<file path="src/rtl/clkdiv_pkg.sv">
package clkdiv_pkg;

    localparam int CODE_W    = 4;
    localparam int RATIO_W   = 6;
    localparam int FRAME_LEN = 96;
    localparam int FRAME_W   = $clog2(FRAME_LEN);

    typedef enum logic [1:0] {
        PH_IDLE   = 2'd0,
        PH_SETTLE = 2'd1,
        PH_ACTIVE = 2'd2
    } phase_e;

    // Non-linear ratio set; unused codes fall back to divide-by-one.
    function automatic logic [RATIO_W-1:0] code_to_ratio(input logic [CODE_W-1:0] code);
        case (code)
            4'd0:    code_to_ratio = RATIO_W'(1);
            4'd1:    code_to_ratio = RATIO_W'(2);
            4'd2:    code_to_ratio = RATIO_W'(3);
            4'd3:    code_to_ratio = RATIO_W'(4);
            4'd4:    code_to_ratio = RATIO_W'(6);
            4'd5:    code_to_ratio = RATIO_W'(8);
            4'd6:    code_to_ratio = RATIO_W'(12);
            4'd7:    code_to_ratio = RATIO_W'(16);
            4'd8:    code_to_ratio = RATIO_W'(24);
            4'd9:    code_to_ratio = RATIO_W'(32);
            default: code_to_ratio = RATIO_W'(1);
        endcase
    endfunction

endpackage

</file>
<file path="src/rtl/cdv_domain.sv">
module cdv_domain
    import clkdiv_pkg::*;
(
    input  logic              clk,
    input  logic              rst_n,
    input  logic              en,
    input  logic              restart,
    input  logic [CODE_W-1:0] code,
    output logic              tick
);

    typedef struct packed {
        logic [RATIO_W-1:0] cnt;
    } dom_s;

    dom_s               dom_d, dom_q;
    logic [RATIO_W-1:0] ratio;

    assign ratio = code_to_ratio(code);

    always_comb begin
        dom_d = dom_q;
        if (restart) begin
            dom_d.cnt = '0;
        end else if (en) begin
            dom_d.cnt = (dom_q.cnt == ratio - RATIO_W'(1)) ? '0 : dom_q.cnt + RATIO_W'(1);
        end
    end

    always_ff @(posedge clk) begin
        if (!rst_n) dom_q <= '0;
        else        dom_q <= dom_d;
    end

    assign tick = en && (dom_q.cnt == '0);

    // a pulse never lasts two cycles when the ratio is above one
    a_r4_single_pulse: assert property (@(posedge clk) disable iff (!rst_n)
        (tick && ratio > RATIO_W'(1)) |=> !tick);

    // the running count stays inside the selected ratio
    a_r2_count_bound: assert property (@(posedge clk) disable iff (!rst_n)
        en |-> (dom_q.cnt < ratio));

endmodule

</file>
<file path="src/rtl/cdv_sequencer.sv">
module cdv_sequencer
    import clkdiv_pkg::*;
#(
    parameter int N_DOM    = 5,
    parameter int SETTLE_W = 8
) (
    input  logic                      clk,
    input  logic                      rst_n,
    input  logic                      cfg_load,
    input  logic [N_DOM*CODE_W-1:0]   cfg_codes,
    input  logic                      cfg_full_rate,
    input  logic                      cfg_run,
    input  logic [SETTLE_W-1:0]       cfg_settle,
    output logic [N_DOM*CODE_W-1:0]   codes_o,
    output logic                      active_o,
    output logic                      restart_o,
    output logic                      aux_o
);

    localparam int                CW         = N_DOM * CODE_W;
    localparam logic [FRAME_W-1:0] FRAME_LAST = FRAME_W'(FRAME_LEN - 1);

    typedef struct packed {
        phase_e              phase;
        logic [SETTLE_W-1:0] wait_cnt;
        logic [FRAME_W-1:0]  frame;
        logic                pend;
        logic [CW-1:0]       sh_codes;
        logic                sh_full;
        logic                sh_run;
        logic [SETTLE_W-1:0] sh_settle;
        logic [CW-1:0]       codes;
        logic                full;
    } seq_s;

    seq_s seq_d, seq_q;
    logic apply;

    assign apply = seq_q.pend && (seq_q.phase != PH_ACTIVE || seq_q.frame == FRAME_LAST);

    always_comb begin
        seq_d = seq_q;
        case (seq_q.phase)
            PH_SETTLE: begin
                if (seq_q.wait_cnt <= SETTLE_W'(1)) begin
                    seq_d.phase = PH_ACTIVE;
                    seq_d.frame = '0;
                end else begin
                    seq_d.wait_cnt = seq_q.wait_cnt - SETTLE_W'(1);
                end
            end
            PH_ACTIVE: begin
                seq_d.frame = (seq_q.frame == FRAME_LAST) ? '0 : seq_q.frame + FRAME_W'(1);
            end
            default: ;
        endcase
        if (apply) begin
            seq_d.pend  = 1'b0;
            seq_d.codes = seq_q.sh_codes;
            seq_d.full  = seq_q.sh_full;
            seq_d.frame = '0;
            if (!seq_q.sh_run) begin
                seq_d.phase = PH_IDLE;
            end else if (seq_q.phase == PH_ACTIVE || seq_q.sh_settle == '0) begin
                seq_d.phase = PH_ACTIVE;
            end else begin
                seq_d.phase    = PH_SETTLE;
                seq_d.wait_cnt = seq_q.sh_settle;
            end
        end
        if (cfg_load) begin
            seq_d.pend      = 1'b1;
            seq_d.sh_codes  = cfg_codes;
            seq_d.sh_full   = cfg_full_rate;
            seq_d.sh_run    = cfg_run;
            seq_d.sh_settle = cfg_settle;
        end
    end

    always_ff @(posedge clk) begin
        if (!rst_n) seq_q <= '0;
        else        seq_q <= seq_d;
    end

    assign codes_o   = seq_q.codes;
    assign active_o  = (seq_q.phase == PH_ACTIVE);
    assign restart_o = (seq_d.phase == PH_ACTIVE) && (seq_q.phase != PH_ACTIVE || apply);
    assign aux_o     = active_o && (seq_q.full || !seq_q.frame[0]);

    // codes never change inside a running frame
    a_r8_hold_codes: assert property (@(posedge clk) disable iff (!rst_n)
        (seq_q.phase == PH_ACTIVE && seq_q.frame != FRAME_LAST) |=> $stable(seq_q.codes));

    // a running frame wraps to its start
    a_r8_frame_wrap: assert property (@(posedge clk) disable iff (!rst_n)
        (seq_q.phase == PH_ACTIVE && seq_q.frame == FRAME_LAST) |=> (seq_q.frame == '0));

    // at half rate the auxiliary enable alternates
    a_r5_aux_alternate: assert property (@(posedge clk) disable iff (!rst_n)
        (aux_o && !seq_q.full) |=> !aux_o);

    // the last settle cycle is followed by ready
    a_r6_ready_on_expiry: assert property (@(posedge clk) disable iff (!rst_n)
        (seq_q.phase == PH_SETTLE && seq_q.wait_cnt == SETTLE_W'(1) && !apply) |=> active_o);

endmodule

</file>
<file path="src/rtl/clk_ratio_gen.sv">
module clk_ratio_gen
    import clkdiv_pkg::*;
#(
    parameter int N_DOM    = 5,
    parameter int SETTLE_W = 8
) (
    input  logic                    clk,
    input  logic                    rst_n,
    input  logic                    cfg_load,
    input  logic [N_DOM*CODE_W-1:0] cfg_codes,
    input  logic                    cfg_full_rate,
    input  logic                    cfg_run,
    input  logic [SETTLE_W-1:0]     cfg_settle,
    output logic [N_DOM-1:0]        dom_tick,
    output logic                    aux_tick,
    output logic                    clocks_ready
);

    logic [N_DOM*CODE_W-1:0] codes;
    logic                    active;
    logic                    restart;

    cdv_sequencer #(.N_DOM(N_DOM), .SETTLE_W(SETTLE_W)) u_seq (
        .clk           (clk),
        .rst_n         (rst_n),
        .cfg_load      (cfg_load),
        .cfg_codes     (cfg_codes),
        .cfg_full_rate (cfg_full_rate),
        .cfg_run       (cfg_run),
        .cfg_settle    (cfg_settle),
        .codes_o       (codes),
        .active_o      (active),
        .restart_o     (restart),
        .aux_o         (aux_tick)
    );

    for (genvar gi = 0; gi < N_DOM; gi++) begin : g_dom
        cdv_domain u_dom (
            .clk     (clk),
            .rst_n   (rst_n),
            .en      (active),
            .restart (restart),
            .code    (codes[gi*CODE_W +: CODE_W]),
            .tick    (dom_tick[gi])
        );
    end

    assign clocks_ready = active;

    // no enable without ready
    a_r7_quiet_when_stopped: assert property (@(posedge clk) disable iff (!rst_n)
        !clocks_ready |-> (dom_tick == '0 && !aux_tick));

endmodule

</file>
<file path="config.mk">
export PLATFORM = sky130hd
export DESIGN_NAME = clk_ratio_gen
export DESIGN_NICKNAME = d
export VERILOG_FILES = /design/src/rtl/clkdiv_pkg.sv /design/src/rtl/cdv_domain.sv /design/src/rtl/cdv_sequencer.sv /design/src/rtl/clk_ratio_gen.sv
export SDC_FILE = /design/constraint.sdc
export NUM_CORES = 1
export LEC_CHECK = 0
export BUFFER_PORTS_ARGS = -buffer_cell sky130_fd_sc_hd__buf_2
export CORE_MARGIN = 4
export CORE_UTILIZATION = 60
export DETAILED_ROUTE_END_ITERATION = 6
export GPL_TIMING_DRIVEN = 0
export MAX_ROUTING_LAYER = met4
export PLACE_DENSITY = 0.79
export SLEW_MARGIN = 20
export SYNTH_ARGS = -nofsm -noshare
export SYNTH_HDL_FRONTEND = slang
export SYNTH_SLANG_ARGS = --single-unit
export TNS_END_PERCENT = 30
</file>
<file path="constraint.sdc">
create_clock -name clk -period 6.3 [get_ports clk]
set_input_delay 0.945 -clock clk [delete_from_list [all_inputs] [get_ports clk]]
set_output_delay 0.945 -clock clk [all_outputs]
set_load 0.02 [all_outputs]
</file>
==> metrics.txt, run 1 <==
die area 0.0134 mm²; first-pass GRT wire length 27,600 µm; Via density 5.80; WS Path Type flop to primary output; commonest non-fill, non-tap cell in the layout dfxtp_1; Top delay family on crit path buffers and inverters; Req. time, crit path 5350 ps; dpl hpwl 11,700 µm; crit end category primary output; #FFs+latches synth 129; YS warnings 0; post-CTS setup buffers 0; DRT Wirelength 16,000 µm; largest net degree at the start of global routing 17; relative slew slack 0.470; PnR worst setup slack 3120 ps; Initial Util 0.612; Buf+Inv Stages, Crit Path 6; area of the core 0.0114 mm²; Total GRT Usage 0.264; drt drc 4; RSZ-0062 raised after global routing no; critical path's most frequent cell buf_6; fin area 0.00788 mm²; mapped cell area 0.00695 mm²; chip height 116 µm; TritonCTS buffer count 17; switching power 0.483 mW; Pwr Total 2.02 mW; VDD IR max 0.200 mV; Area after DPL 0.00732 mm²; Comb pwr share 0.105; ANT cells 0; Max Clock Freq 314 MHz; switch share 0.240; Wirelength per Cell 15.9 µm; clock latency on the worst-skew pair 420 ps; clock-pin slew on the worst setup and hold paths 60 ps; top cells by area, synth dfxtp_1 (37%), nand2_1 (5.5%), mux2i_1 (5.2%); GPL Wtd Cong 0.856; worst endpoint data arrival time 2240 ps; leak pwr 3.18 nW; Layout Nets 913; failing checks DRC; total gr overflow 0; initial antenna violation count 0; clk sink count 129; Reg power frac 0.429; placed cell count 976; worst min path class flop to flop; layout cells sized above 1 0.142; max-cap violation count 0; Clk pwr share 0.466; Std-Cell Rows 39; Post-CTS Resized 0; CTS Buffer Depth 2; number of global-route vias before repair 5,734; area added between synthesis and finish 13.3%; CP peak stage delay 460 ps; pwr dens 256 mW/mm²; Max FO, Critical Path 10; Worst Tran Pin Value 795 ps; status finished with violations; crit-path cells nand2b_1 -> buf_6 -> inv_2 -> buf_6 -> clkbuf_1 -> and3_1 -> buf_4 -> buf_2; io pins 40; Tcrit/Tclk final 0.506; TritonCTS clock tree done; Chip Width 116 µm; Worst Skew 7.63 ps; Setup TNS 0 ps; Max stage delay cell, worst path clkbuf_1; final hold violation count 0; Synth area leader dfxtp_1; IO Port Bufs 37; Final Critical Period 3180 ps; First-pass DRT Iterations 7; worst slack, placed 3560 ps; hold_buf cts 0; Max H-tree Level 4; 1st-iter DRT viols 463; startpoint types flop; Mapped Cells 796; most frequent cells in the layout dfxtp_1 (129), nand2_1 (101), nor2_1 (61), inv_1 (43), buf_2 (42); Final setup viols 0; Synth Area per Inst 8.74 µm²; Netlist cell types 62; synthesized net count 857; Final ANT Viol Nets 0; top-area cell type share of the netlist area 0.371; clk root buf clkbuf_16; vias 5,824; internal power 1.53 mW; max-slew violation count 0; Finished Layout Cells 1,005; sequential-to-total area share from yosys stat 0.371; # fillers 879
[final timing paths]
check | cells after the start | slack (ps) | end | from
min | 2 | 490 | u_seq.seq_q[0] | u_seq.seq_q[30]
max | 8 | 3120 | dom_tick[4] | u_seq.seq_q[67]
min reg2reg | 2 | 490 | u_seq.seq_q[0] | u_seq.seq_q[30]
max reg2reg | 11 | 3710 | g_dom[2].u_dom.ratio[3] | u_seq.seq_q[52]
[synth_stat cells, drive strengths merged]
library cell  instances
a31oi                22
xor2                  9
a21boi               17
and3                  5
buf                  17
nand3                36
o22a                  5
a211oi                5
o211ai                4
clkbuf               26
and2                  2
nand2b               13
dfxtp               129
nor2                 62
mux2i                41
nand2               102
nand3b                8
o21a                  1
o311ai                1
dlygate4sd1           1
nor3b                10
o211a                 8
and4                  2
nor2b                36
a21oi                24
o22ai                11
or2                   4
o31ai                 4
o221ai                1
or2b                  1
nand4b                5
ha                   28
o221a                 1
o21ai                16
xnor2                34
a211o                 1
inv                  47
nand4                 8
a22oi                 1
nor4                  9
a311oi                3
nor3                 33
or3                   3
[tightest hold or removal path, cell delays in order, from the launching register on]
cell,delay [ps]
dfxtp_1,310
nand2_1,50
a21boi_0,70
[power groups by stage]
| stage | Clock (mW) | Combinational (mW) | Sequential [mW] |
|---|---|---|---|
| final | 0.940 | 0.212 | 0.864 |
| after global routing | 0.991 | 0.234 | 0.867 |
| after CTS | 0.950 | 0.211 | 0.863 |
| after detailed placement | 0 | 0.208 | 0.880 |
| after global placement | 0 | 0.199 | 0.878 |
| after floorplan | 0 | 0.159 | 0.874 |
[cell type report]
class	count	area, µm²	share of cell area
Clock inverter	6	82.6	0.0105
Sequential cell	129	2580	0.328
Buffer	44	268	0.0340
Multi-Input combinational cell	576	3930	0.498
Clock buffer	23	478	0.0607
Timing Repair Buffer	37	185	0.0235
Inverter	47	176	0.0224
Tap cell	143	179	0.0227
[cell families after synthesis]
group,synth area share
compound gates,0.147
xor+xnor,0.0542
fa+ha+maj,0.0504
buf+inv,0.0639
flops,0.371
mux,0.0680
simple gates,0.245
[metal layers]
metal	vias to the layer above	GRT usage	share of wire	wire length (µm)
li1	2858	-	-	-
met1	2746	0.338	0.44	7090
met2	193	0.416	0.48	7670
met3	27	0.0423	0.051	817
met4	0	0.114	0.025	392
met5	-	-	0	0
[flip-flops by register name (all words and copies together) (netlist names)]
signal / flops
u_seq.seq_q: 49
u_seq.codes_o: 20
g_dom.u_dom.ratio: 30
g_dom.u_dom.dom_q: 30
[metrics by stage]
stage / util / hold WS (ps)
2_1_floorplan: - / 440
3_3_place_gp: 0.644 / 450
3_5_place_dp: 0.644 / 465
4_1_cts: 0.693 / 485
5_1_grt: 0.693 / 531
6_report: 0.693 / 488
No activity file was read; power rests on OpenSTA's default activity.
==> run 2: changes to the inputs <==
CORE_UTILIZATION = 55   (was 60)
PLACE_DENSITY = 0.76   (was 0.79)
clock period = 2.9 ns   (was 6.3 ns; I/O delays follow)
==> run 2 against run 1 <==
  * The flow now finishes without violations
  * Global-route usage down 3.0 points
  * Non-clock buffer count stayed put
  * Critical path depth did not move
  * Routed wire length shrank 1.5%
  * Critical path type unchanged
  * Clock skew decreased by 1.8 ps
  * Largest power group unchanged
  * Clock power rose by 120%
  * Critical endpoint unchanged
  * Sequential share of layout area is 0.20 points lower
  * Setup slack got worse by 3000 ps
  * Utilization down 4.4 points
==> metrics.txt, run 2 (synthesis results as in run 1) <==
CTS Buffer Depth 2 (unchanged); Post-CTS Resized 0 (unchanged); initial antenna violation count 0 (unchanged); worst endpoint data arrival time 2310 ps (+70 ps); crit-path cells nand2b_1 -> buf_6 -> inv_2 -> buf_6 -> clkbuf_1 -> and3_1 -> buf_4 -> buf_2; clk sink count 129 (unchanged); Final setup viols 0 (unchanged); Worst Tran Pin Value 774 ps (-20.6 ps); CP peak stage delay 500 ps (+40 ps); worst r2r dst g_dom[2].u_dom.ratio[1]; switching power 1.11 mW (+130%); Worst Hold Depth 3 (+1); pwr dens 552 mW/mm² (+120%); switch share 0.254 (+0.0146); Critical Path Source u_seq.seq_q[67]; clock latency on the worst-skew pair 420 ps (about the same); Req. time, crit path 2470 ps (-2880 ps); Final Critical Period 2740 ps; Worst Hold Slack 275 ps (-212 ps); internal reg-to-reg setup slack 260 ps (-3450 ps); Multi-input gate area 0.00393 mm² (unchanged); Hold EP u_seq.seq_q[40]; area added between synthesis and finish 14.0%; Comb pwr share 0.104 (about the same); largest net degree at the start of global routing 17 (unchanged); Tcrit/Tclk final 0.945; internal power 3.27 mW (+110%); commonest non-fill, non-tap cell in the layout dfxtp_1; Max stage delay cell, worst path clkbuf_1; Max Clock Freq 365 MHz; TritonCTS buffer count 17 (unchanged); Final ANT Viol Nets 0 (unchanged); Max H-tree Level 4 (unchanged); Total GRT Usage 0.234 (-0.0301); TritonCTS clock tree done; RSZ-0062 raised after global routing no; # fillers 1,065 (+21%); ANT cells 0 (unchanged); Top delay family on crit path buffers and inverters; crit end category primary output; 1st-iter DRT viols 396 (-14%); VDD IR max 0.554 mV (+180%); max-cap violation count 0 (unchanged); first-pass GRT wire length 26,900 µm (-2.4%); Setup TNS 0 ps (unchanged); Max FO, Critical Path 10 (unchanged); Std-Cell Rows 40 (+2.6%); vias 5,699 (-2.1%); Worst Skew 5.85 ps (-1.78 ps); Register Area 0.00258 mm² (unchanged); status finished, final reports clean; reg-to-reg startpoint u_seq.seq_q[52]; io pins 40 (unchanged); Reg power frac 0.428 (about the same); most frequent cells in the layout dfxtp_1 (129), nand2_1 (101), nor2_1 (61), inv_1 (43), buf_2 (42); chip height 120 µm (+4.1%); Clk pwr share 0.468 (+0.002); Layout Nets 913 (unchanged); worst min path class input port to flop; hold_buf cts 0 (unchanged); drt drc 0 (-4); leak pwr 3.18 nW (about the same); WS Path Type flop to primary output; DRT Wirelength 15,700 µm (-1.5%); Biggest register u_seq.seq_q; critical path's most frequent cell buf_6; Wirelength per Cell 15.2 µm (-4.2%); Via density 5.52 (-4.8%); Chip Width 120 µm (+4.1%); Initial Util 0.569 (-0.0422); clock-pin slew on the worst setup and hold paths 60 ps (about the same); total gr overflow 0 (unchanged); post-CTS setup buffers 0 (unchanged); area of the core 0.0122 mm² (+7.4%); startpoint types flop; dpl hpwl 11,500 µm (-1.3%); clk root buf clkbuf_16; die area 0.0145 mm² (+8.4%); FF-to-FF path depth 11 (unchanged); max-slew violation count 0 (unchanged); hold_sp cfg_codes[9]; First-pass DRT Iterations 5 (-2); final hold violation count 0 (unchanged); relative slew slack 0.484 (+0.0137); Buf+Inv Stages, Crit Path 6 (unchanged); Largest register FFs 49 (unchanged); GPL Wtd Cong 0.841 (-1.7%); IO Port Bufs 37 (unchanged); number of global-route vias before repair 5,628 (-1.8%); layout cells sized above 1 0.147 (+0.00529)
## run 2: metal layers
| metal | share of wire | vias up | global-route usage |
|---|---|---|---|
| met1 | 0.46 | 2646 | 0.293 |
| met5 | 0 | - | - |
| met3 | 0.054 | 25 | 0.0529 |
| met2 | 0.47 | 167 | 0.378 |
| met4 | 0.015 | 0 | 0.0765 |
| li1 | - | 2861 | - |
## run 2: cell type report
class / count / share of cell area
Inverter: 47 / 0.0223
Clock buffer: 21 / 0.0594
Buffer: 44 / 0.0338
Sequential cell: 129 / 0.326
Tap cell: 168 / 0.0265
Multi-Input combinational cell: 576 / 0.496
Clock inverter: 11 / 0.0134
Timing Repair Buffer: 37 / 0.0234
## run 2: worst min-delay path, cell delays in order
cell     delay (ps)
buf_2            70
mux2i_1          50
nor2b_1          90
## run 2: power by group through the flow
stage | registers (mW) | clock network (mW) | logic (mW)
2_1_floorplan | 1.90 | 0 | 0.346
3_3_place_gp | 1.91 | 0 | 0.436
3_5_place_dp | 1.91 | 0 | 0.452
4_1_cts | 1.87 | 2.07 | 0.455
5_1_grt | 1.88 | 2.16 | 0.504
6_report | 1.87 | 2.05 | 0.457
## run 2: through the flow
stage               cell area, µm²   util  std cells  power [mW]  setup slack, ps
floorplan                     6950      -        796        2.24              695
global placement              7350  0.602       1001        2.35              431
detailed placement            7350  0.602       1001        2.36              356
CTS                           7930  0.649       1033        4.40              162
global route                  7930  0.649       1033        4.55             68.7
finish                        7930  0.649       1033        4.38              159
## run 2: how the worst max path moves through the flow
stage	slack, ps	cells past startpoint	end
after floorplan	700	11	g_dom[3].u_dom.ratio[1]
after global placement	430	11	g_dom[2].u_dom.ratio[1]
after detailed placement	360	11	g_dom[2].u_dom.ratio[1]
after CTS	160	8	dom_tick[4]
after global routing	70	8	dom_tick[4]
final	160	8	dom_tick[4]
